$ cat config.mk
export PLATFORM = sky130hd
export DESIGN_NAME = cadd_unit
export DESIGN_NICKNAME = d
export VERILOG_FILES = /design/src/rtl/cadd_pkg.sv /design/src/rtl/cadd_decode.sv /design/src/rtl/cadd_regfile.sv /design/src/rtl/cadd_alu.sv /design/src/rtl/cadd_flags.sv /design/src/rtl/cadd_unit.sv
export SDC_FILE = /design/constraint.sdc
export NUM_CORES = 2
export LEC_CHECK = 0
export CAP_MARGIN = 20
export CORE_UTILIZATION = 61
export CTS_CLUSTER_SIZE = 28
export DETAILED_ROUTE_END_ITERATION = 12
export DONT_BUFFER_PORTS = 1
export PLACE_DENSITY = 0.77
export SYNTH_ARGS = -nofsm -noshare
export SYNTH_HDL_FRONTEND = slang
export SYNTH_SLANG_ARGS = --single-unit
$ cat constraint.sdc
create_clock -name clk_i -period 7.6 [get_ports clk_i]
set_input_delay 0 -clock clk_i [delete_from_list [all_inputs] [get_ports clk_i]]
set_output_delay 0 -clock clk_i [all_outputs]
set_load 0.01 [all_outputs]
$ cat src/rtl/cadd_pkg.sv
package cadd_pkg;
  localparam int XLEN = 32;
  localparam int NREG = 32;
  localparam int RAW  = $clog2(NREG);
  localparam int CW   = 4;

  localparam logic [5:0] PRIM_OP = 6'b011111;
  localparam logic [8:0] EXT_OP  = 9'd138;

  typedef struct packed {
    logic           legal;
    logic [RAW-1:0] rd;
    logic [RAW-1:0] ra;
    logic [RAW-1:0] rb;
    logic           oe;
    logic           rc;
  } dec_t;

  typedef struct packed {
    logic [XLEN-1:0] sum;
    logic            cout;
    logic            ovf;
    logic            lt;
    logic            gt;
    logic            eq;
  } alu_t;
endpackage

$ cat src/rtl/cadd_decode.sv
module cadd_decode
  import cadd_pkg::*;
(
  input  logic [31:0] instr_i,
  output dec_t        dec_o
);
  logic op_ok, xo_ok;

  always_comb begin
    op_ok       = (instr_i[31:26] == PRIM_OP);
    xo_ok       = (instr_i[9:1] == EXT_OP);
    dec_o.legal = op_ok & xo_ok;
    dec_o.rd    = instr_i[25:21];
    dec_o.ra    = instr_i[20:16];
    dec_o.rb    = instr_i[15:11];
    dec_o.oe    = instr_i[10];
    dec_o.rc    = instr_i[0];
  end
endmodule

$ cat src/rtl/cadd_regfile.sv
module cadd_regfile #(
  parameter int W = 32,
  parameter int N = 32,
  localparam int AW = $clog2(N)
) (
  input  logic          clk_i,
  input  logic          rst_ni,
  input  logic [AW-1:0] ra_addr_i,
  input  logic [AW-1:0] rb_addr_i,
  output logic [W-1:0]  ra_data_o,
  output logic [W-1:0]  rb_data_o,
  input  logic          we_i,
  input  logic [AW-1:0] waddr_i,
  input  logic [W-1:0]  wdata_i,
  input  logic          dbg_we_i,
  input  logic [AW-1:0] dbg_waddr_i,
  input  logic [W-1:0]  dbg_wdata_i,
  input  logic [AW-1:0] dbg_raddr_i,
  output logic [W-1:0]  dbg_rdata_o
);
  logic [W-1:0] mem_q [N];

  for (genvar i = 0; i < N; i++) begin : g_ent
    // execute writeback has priority over debug write
    always_ff @(posedge clk_i or negedge rst_ni) begin
      if (!rst_ni)                                mem_q[i] <= '0;
      else if (we_i && waddr_i == AW'(i))         mem_q[i] <= wdata_i;
      else if (dbg_we_i && dbg_waddr_i == AW'(i)) mem_q[i] <= dbg_wdata_i;
    end
  end

  assign ra_data_o   = mem_q[ra_addr_i];
  assign rb_data_o   = mem_q[rb_addr_i];
  assign dbg_rdata_o = mem_q[dbg_raddr_i];

  a_r10_exec_wins: assert property (@(posedge clk_i) disable iff (!rst_ni)
    (we_i && dbg_we_i && waddr_i == dbg_waddr_i) |=> (mem_q[$past(waddr_i)] == $past(wdata_i)));

  a_r1_write_lands: assert property (@(posedge clk_i) disable iff (!rst_ni)
    we_i |=> (mem_q[$past(waddr_i)] == $past(wdata_i)));
endmodule

$ cat src/rtl/cadd_alu.sv
module cadd_alu #(
  parameter int W = 32
) (
  input  logic [W-1:0] a_i,
  input  logic [W-1:0] b_i,
  input  logic         cin_i,
  output logic [W-1:0] sum_o,
  output logic         cout_o,
  output logic         ovf_o,
  output logic         lt_o,
  output logic         gt_o,
  output logic         eq_o
);
  logic [W:0] full;

  always_comb begin
    full   = {1'b0, a_i} + {1'b0, b_i} + {{W{1'b0}}, cin_i};
    sum_o  = full[W-1:0];
    cout_o = full[W];
    // signed overflow: like-signed operands, result sign differs
    ovf_o  = (a_i[W-1] == b_i[W-1]) && (sum_o[W-1] != a_i[W-1]);
    eq_o   = (sum_o == '0);
    lt_o   = sum_o[W-1];
    gt_o   = !lt_o && !eq_o;
  end
endmodule

$ cat src/rtl/cadd_flags.sv
module cadd_flags
  import cadd_pkg::*;
(
  input  logic          clk_i,
  input  logic          rst_ni,
  input  logic          upd_i,
  input  logic          oe_i,
  input  logic          rc_i,
  input  logic          cout_i,
  input  logic          ovf_i,
  input  logic          lt_i,
  input  logic          gt_i,
  input  logic          eq_i,
  output logic          ca_o,
  output logic          ov_o,
  output logic          so_o,
  output logic [CW-1:0] cond_o
);
  logic          ca_q, ov_q, so_q;
  logic [CW-1:0] cond_q;
  logic          so_nxt;

  assign so_nxt = so_q | (oe_i & ovf_i);

  always_ff @(posedge clk_i or negedge rst_ni) begin
    if (!rst_ni) begin
      ca_q   <= 1'b0;
      ov_q   <= 1'b0;
      so_q   <= 1'b0;
      cond_q <= '0;
    end else if (upd_i) begin
      ca_q <= cout_i;
      if (oe_i) begin
        ov_q <= ovf_i;
        so_q <= so_nxt;
      end
      if (rc_i) cond_q <= {lt_i, gt_i, eq_i, so_nxt};
    end
  end

  assign ca_o   = ca_q;
  assign ov_o   = ov_q;
  assign so_o   = so_q;
  assign cond_o = cond_q;

  a_r4_ov_hold: assert property (@(posedge clk_i) disable iff (!rst_ni)
    (upd_i && !oe_i) |=> ($stable(ov_q) && $stable(so_q)));

  a_r5_so_sticky: assert property (@(posedge clk_i) disable iff (!rst_ni)
    so_q |=> so_q);

  a_r6_cond_onehot: assert property (@(posedge clk_i) disable iff (!rst_ni)
    (upd_i && rc_i) |=> ($onehot(cond_q[3:1]) && cond_q[0] == so_q));

  a_r7_cond_hold: assert property (@(posedge clk_i) disable iff (!rst_ni)
    !(upd_i && rc_i) |=> $stable(cond_q));

  a_r3_ca_idle_hold: assert property (@(posedge clk_i) disable iff (!rst_ni)
    !upd_i |=> $stable(ca_q));
endmodule

$ cat src/rtl/cadd_unit.sv
module cadd_unit
  import cadd_pkg::*;
(
  input  logic            clk_i,
  input  logic            rst_ni,
  input  logic            valid_i,
  input  logic [31:0]     instr_i,
  input  logic            dbg_we_i,
  input  logic [RAW-1:0]  dbg_waddr_i,
  input  logic [XLEN-1:0] dbg_wdata_i,
  input  logic [RAW-1:0]  dbg_raddr_i,
  output logic [XLEN-1:0] dbg_rdata_o,
  output logic            done_o,
  output logic            illegal_o,
  output logic            ca_o,
  output logic            ov_o,
  output logic            so_o,
  output logic [CW-1:0]   cond_o
);
  dec_t            dec;
  alu_t            alu;
  logic [XLEN-1:0] op_a, op_b;
  logic            exec;
  logic            done_q, ill_q;

  cadd_decode u_dec (
    .instr_i (instr_i),
    .dec_o   (dec)
  );

  assign exec = valid_i & dec.legal;

  cadd_regfile #(.W(XLEN), .N(NREG)) u_rf (
    .clk_i       (clk_i),
    .rst_ni      (rst_ni),
    .ra_addr_i   (dec.ra),
    .rb_addr_i   (dec.rb),
    .ra_data_o   (op_a),
    .rb_data_o   (op_b),
    .we_i        (exec),
    .waddr_i     (dec.rd),
    .wdata_i     (alu.sum),
    .dbg_we_i    (dbg_we_i),
    .dbg_waddr_i (dbg_waddr_i),
    .dbg_wdata_i (dbg_wdata_i),
    .dbg_raddr_i (dbg_raddr_i),
    .dbg_rdata_o (dbg_rdata_o)
  );

  cadd_alu #(.W(XLEN)) u_alu (
    .a_i    (op_a),
    .b_i    (op_b),
    .cin_i  (ca_o),
    .sum_o  (alu.sum),
    .cout_o (alu.cout),
    .ovf_o  (alu.ovf),
    .lt_o   (alu.lt),
    .gt_o   (alu.gt),
    .eq_o   (alu.eq)
  );

  cadd_flags u_flg (
    .clk_i  (clk_i),
    .rst_ni (rst_ni),
    .upd_i  (exec),
    .oe_i   (dec.oe),
    .rc_i   (dec.rc),
    .cout_i (alu.cout),
    .ovf_i  (alu.ovf),
    .lt_i   (alu.lt),
    .gt_i   (alu.gt),
    .eq_i   (alu.eq),
    .ca_o   (ca_o),
    .ov_o   (ov_o),
    .so_o   (so_o),
    .cond_o (cond_o)
  );

  always_ff @(posedge clk_i or negedge rst_ni) begin
    if (!rst_ni) begin
      done_q <= 1'b0;
      ill_q  <= 1'b0;
    end else begin
      done_q <= valid_i;
      ill_q  <= valid_i & ~dec.legal;
    end
  end

  assign done_o    = done_q;
  assign illegal_o = ill_q;

  a_r8_done_follows: assert property (@(posedge clk_i) disable iff (!rst_ni)
    valid_i |=> done_o);

  a_r8_done_quiet: assert property (@(posedge clk_i) disable iff (!rst_ni)
    !valid_i |=> !done_o);

  a_r2_illegal_quiet: assert property (@(posedge clk_i) disable iff (!rst_ni)
    (valid_i && !dec.legal) |=> (illegal_o && $stable(ca_o) && $stable(ov_o)
                                 && $stable(so_o) && $stable(cond_o)));

  a_r2_illegal_in_done: assert property (@(posedge clk_i) disable iff (!rst_ni)
    illegal_o |-> done_o);
endmodule

==> results by group <==
Global route
  • Largest net degree at the start of global routing: 1034
  • Initial antenna violation count: 8
  • Vias in the first global route: 59.0k
  • Total grt overflow: 0
  • First-pass GRT wire length: 388000 um
  • GRT Total Usage: 0.438

Clock tree
  • Clock Tree Buf Depth: 3
  • CTS clk-pin slew, worst paths: 0.06 ns
  • Clock Latency Late Sink: 0.74 ns
  • H-tree depth: 3
  • Root Buffer: clkbuf_16
  • CTS tree: yes
  • CTS buffer count: 114
  • Clock sink count: 1033
  • Post_cts resized: 0

Power
  • Sw frac: 0.351
  • Pleak: 32.9 nW
  • Internal power: 0.0136 W
  • Switching Power: 0.00735 W
  • Total power: 0.0210 W
  • Flop pwr share: 0.365
  • Comb power frac: 0.348
  • Clk pwr share: 0.287
  • Max VDD drop: 0.000221 V
  • Cell area power density: 263 nW/um^2

STA
  • Final setup fails: 0
  • Relative slew slack: -0.218
  • Hold Slack: -0.0734 ns
  • Period utilization: 0.773
  • RSZ-0062 raised after global routing: false
  • Setup TNS: 0 ns
  • Fin. max-slew vios: 390
  • Final min period: 5.88 ns
  • Highest Clock Rate: 0.170 GHz
  • Final hold violations: 9
  • Worst clock skew: 0.0232 ns
  • Slew @ Worst Pin: 1.83 ns

Placement
  • Dpl hpwl: 127000 um
  • GPL Wtd Cong: 0.960
  • Port buffer count: 0
  • Cell total after placement: 7309

Setup path
  • R2R Setup Slk: 1.72 ns
  • Crit-path max FO: 33
  • Setup crit end kind: register
  • CP arrival: 6.55 ns
  • WS Path Type: reg2reg
  • Req. time, crit path: 8.27 ns
  • CP Launch Type: register
  • CP Launch Point: u_rf.mem_q[648]$_DFFE_PN0P_
  • Worst r2r src: u_rf.mem_q[648]$_DFFE_PN0P_

Floorplanning
  • Initial Util: 0.614
  • Die area: 122000 um^2
  • I/O Pins: 119
  • FP Rows: 127
  • Die Height: 349 um
  • Chip width: 349 um
  • Core Footprint: 120000 um^2

Routing
  • Antenna-violating nets left: 0
  • Total Wirelength: 266000 um
  • Remaining DRCs: 0
  • DR vias/cell: 7.82
  • DR pass1 iterations: 7
  • Via count: 59.8k
  • Routed length per instance: 34.8 um
  • Initial drt markers: 10.8k

Synth
  • Largest family of logic cells by synthesized area: multiplexers
  • Synth Warn #: 0
  • Yosys top cell area share: 0.351
  • Syn_area_per_cell: 11.5 um^2
  • Cell taking the most area after synthesis: dfrtp_1
  • Prevailing post-synth register cell: dfrtp_1
  • Top cells by area, synth: dfrtp_1 35%, mux4_2 29%, mux2i_1 13%, o21ai_0 4.7%, nand2_1 3.7%
  • Syn Nets: 6481
  • Post-Synth Adder-Cell Area: 0.00582
  • Post-synthesis xor/xnor area fraction: 0.00143
  • Synth Cell Area: 73600 um^2
  • Post-synthesis sequential area ratio: 0.351
  • Post-synthesis simple-gate area fraction: 0.0706
  • Post-synthesis mux area share: 0.444
  • Post-synth EDFFs: 0
  • Ys async rst share: 1.00
  • Compound-gate portion of the synthesized area: 0.0875
  • Distinct cells, synth: 73
  • Post-synthesis cell count: 6370
  • Seq cells post-synth: 1033

Job
  • Max-cap violations: 0

Worst hold path
  • Worst Hold Class: in2async

Status
  • Outcome: finished, violations left
  • Failing checks: negative hold slack, max-slew violations

Cells and area
  • Finished Layout Cells: 7649
  • Layout area overhead: 8.40%
  • Fin nets: 6048
  • Fraction of layout cells with a size suffix above 1: 0.250
## synthesized netlist by cell type (3+ instances only)
library cell     n
a21o_1           7
nor2b_1         53
xnor2_1          9
a21oi_1        399
mux4_2         960
nand2_1        726
nand3_1         15
a31oi_1          4
or3_1            6
and2_1          10
o21a_1           3
o21bai_1         8
nand2b_1         9
and3_1           8
clkbuf_1       636
nor3_1          32
mux2i_1        936
o211ai_1         4
nor2_1         366
xor2_1           3
a211oi_1        51
a311oi_1         3
o2111ai_1        4
buf_2            9
o31ai_1          6
o21ai_0        698
nor4_1           5
ha_1            31
dfrtp_1       1033
mux2_2         145
inv_1           16
nand4_1         10
buf_1          108
## final timing paths
path                                                    end  cells after the start
worst max-delay path            u_rf.mem_q[921]$_DFFE_PN0P_                     15
worst max register to register  u_rf.mem_q[921]$_DFFE_PN0P_                     15
worst min-delay path            u_rf.mem_q[921]$_DFFE_PN0P_                      2
min in group clk_i              u_rf.mem_q[985]$_DFFE_PN0P_                      4
worst min register to register       u_flg.ov_o$_DFFE_PN0P_                      2
max in group asynchronous       u_rf.mem_q[327]$_DFFE_PN0P_                      4
## flip-flops by register name (all words and copies together), names as in the netlist
name          cells
u_flg.ca_o        1
illegal_o         1
u_flg.cond_o      4
u_flg.so_o        1
done_o            1
u_rf.mem_q     1024
u_flg.ov_o        1
## through the flow
step | area (um^2) | hold slack [ns] | util | setup WS (ns)
3_5_place_dp | 74000 | -0.204 | 0.617 | 2.07
5_1_grt | 79700 | 0.0104 | 0.665 | 1.59
3_3_place_gp | 73900 | -0.193 | 0.617 | 2.11
2_1_floorplan | 73600 | -0.296 | - | 1.90
4_1_cts | 79000 | -0.972 | 0.659 | 2.04
6_report | 79700 | -0.0734 | 0.665 | 1.72
## power by group through the flow
stage / sequential, W / clock (W) / combinational [W]
final: 0.00766 / 0.00601 / 0.00729
after global routing: 0.00777 / 0.00620 / 0.00764
after CTS: 0.00758 / 0.00599 / 0.00691
after detailed placement: 0.00765 / 0 / 0.00672
after global placement: 0.00750 / 0 / 0.00652
after floorplan: 0.00732 / 0 / 0.00543
## timing repair
item / in CTS / in global routing
hold endpoints to repair: 2066 / 291
setup buffers: 0 / 0
hold buffers: 89 / 6
## final cells by class
class                   count  area (um^2)
inverters                  16         60.1
diodes                      9         22.5
clock buffers             177         3420
flip-flops and latches   1033        25800
fillers                  8462        40100
well taps                1612         2020
clock inverters            30          559
repair buffers            206         2410
multi-input cells        4566        45400
## worst max-delay path: stages, from the launching register on
cell and delay [ns]:
dfrtp_1 0.40, mux4_2 0.48, mux4_2 0.50, mux2_2 0.28
ha_1 0.44, inv_1 0.19, o31ai_1 0.68, inv_1 0.11
a211oi_1 0.56, o21ai_0 0.27, xnor2_2 0.17, buf_4 0.40
nand2_1 0.10, dlygate4sd3_1 0.57, o21ai_0 0.07, dlygate4sd3_1 0.56
## layout by cell type (no fill, tap or decap), types with 6 or more instances in the layout
cell / n
nor2_4: 22
a211oi_1: 50
mux4_2: 960
nand2_4: 20
ha_1: 31
o21bai_1: 8
nor3_1: 24
a21oi_1: 399
nand2_1: 706
diode_2: 9
a21o_1: 7
dfrtp_1: 1033
clkinv_2: 11
nor3_2: 8
o21ai_0: 698
mux2_2: 145
buf_4: 81
and2_1: 8
dlygate4sd3_1: 79
clkbuf_16: 120
mux2i_1: 936
nand4_1: 10
buf_8: 10
nand3_1: 15
nor2b_1: 53
buf_12: 17
xnor2_2: 9
clkbuf_8: 22
nand2b_1: 8
inv_1: 16
nor2_1: 341
bufinv_16: 16
o31ai_1: 6
clkbuf_1: 36
buf_16: 18
## per-layer routing
layer	track usage	wire, um	vias up
met5	0	244	-
met4	0.298	21600	10
met3	0.186	45500	1368
met2	0.610	112000	5468
met1	0.554	87000	29712
li1	-	-	23237
## cell families after synthesis
family | count (synthesis)
flip-flops | 1033
AO/OA/AOI/OAI | 1216
XOR/XNOR | 12
adder cells (fa/ha/maj) | 33
buffers and inverters | 771
AND/OR/NAND/NOR | 1264
multiplexers | 2041
No activity file was read; power rests on OpenSTA's default activity.
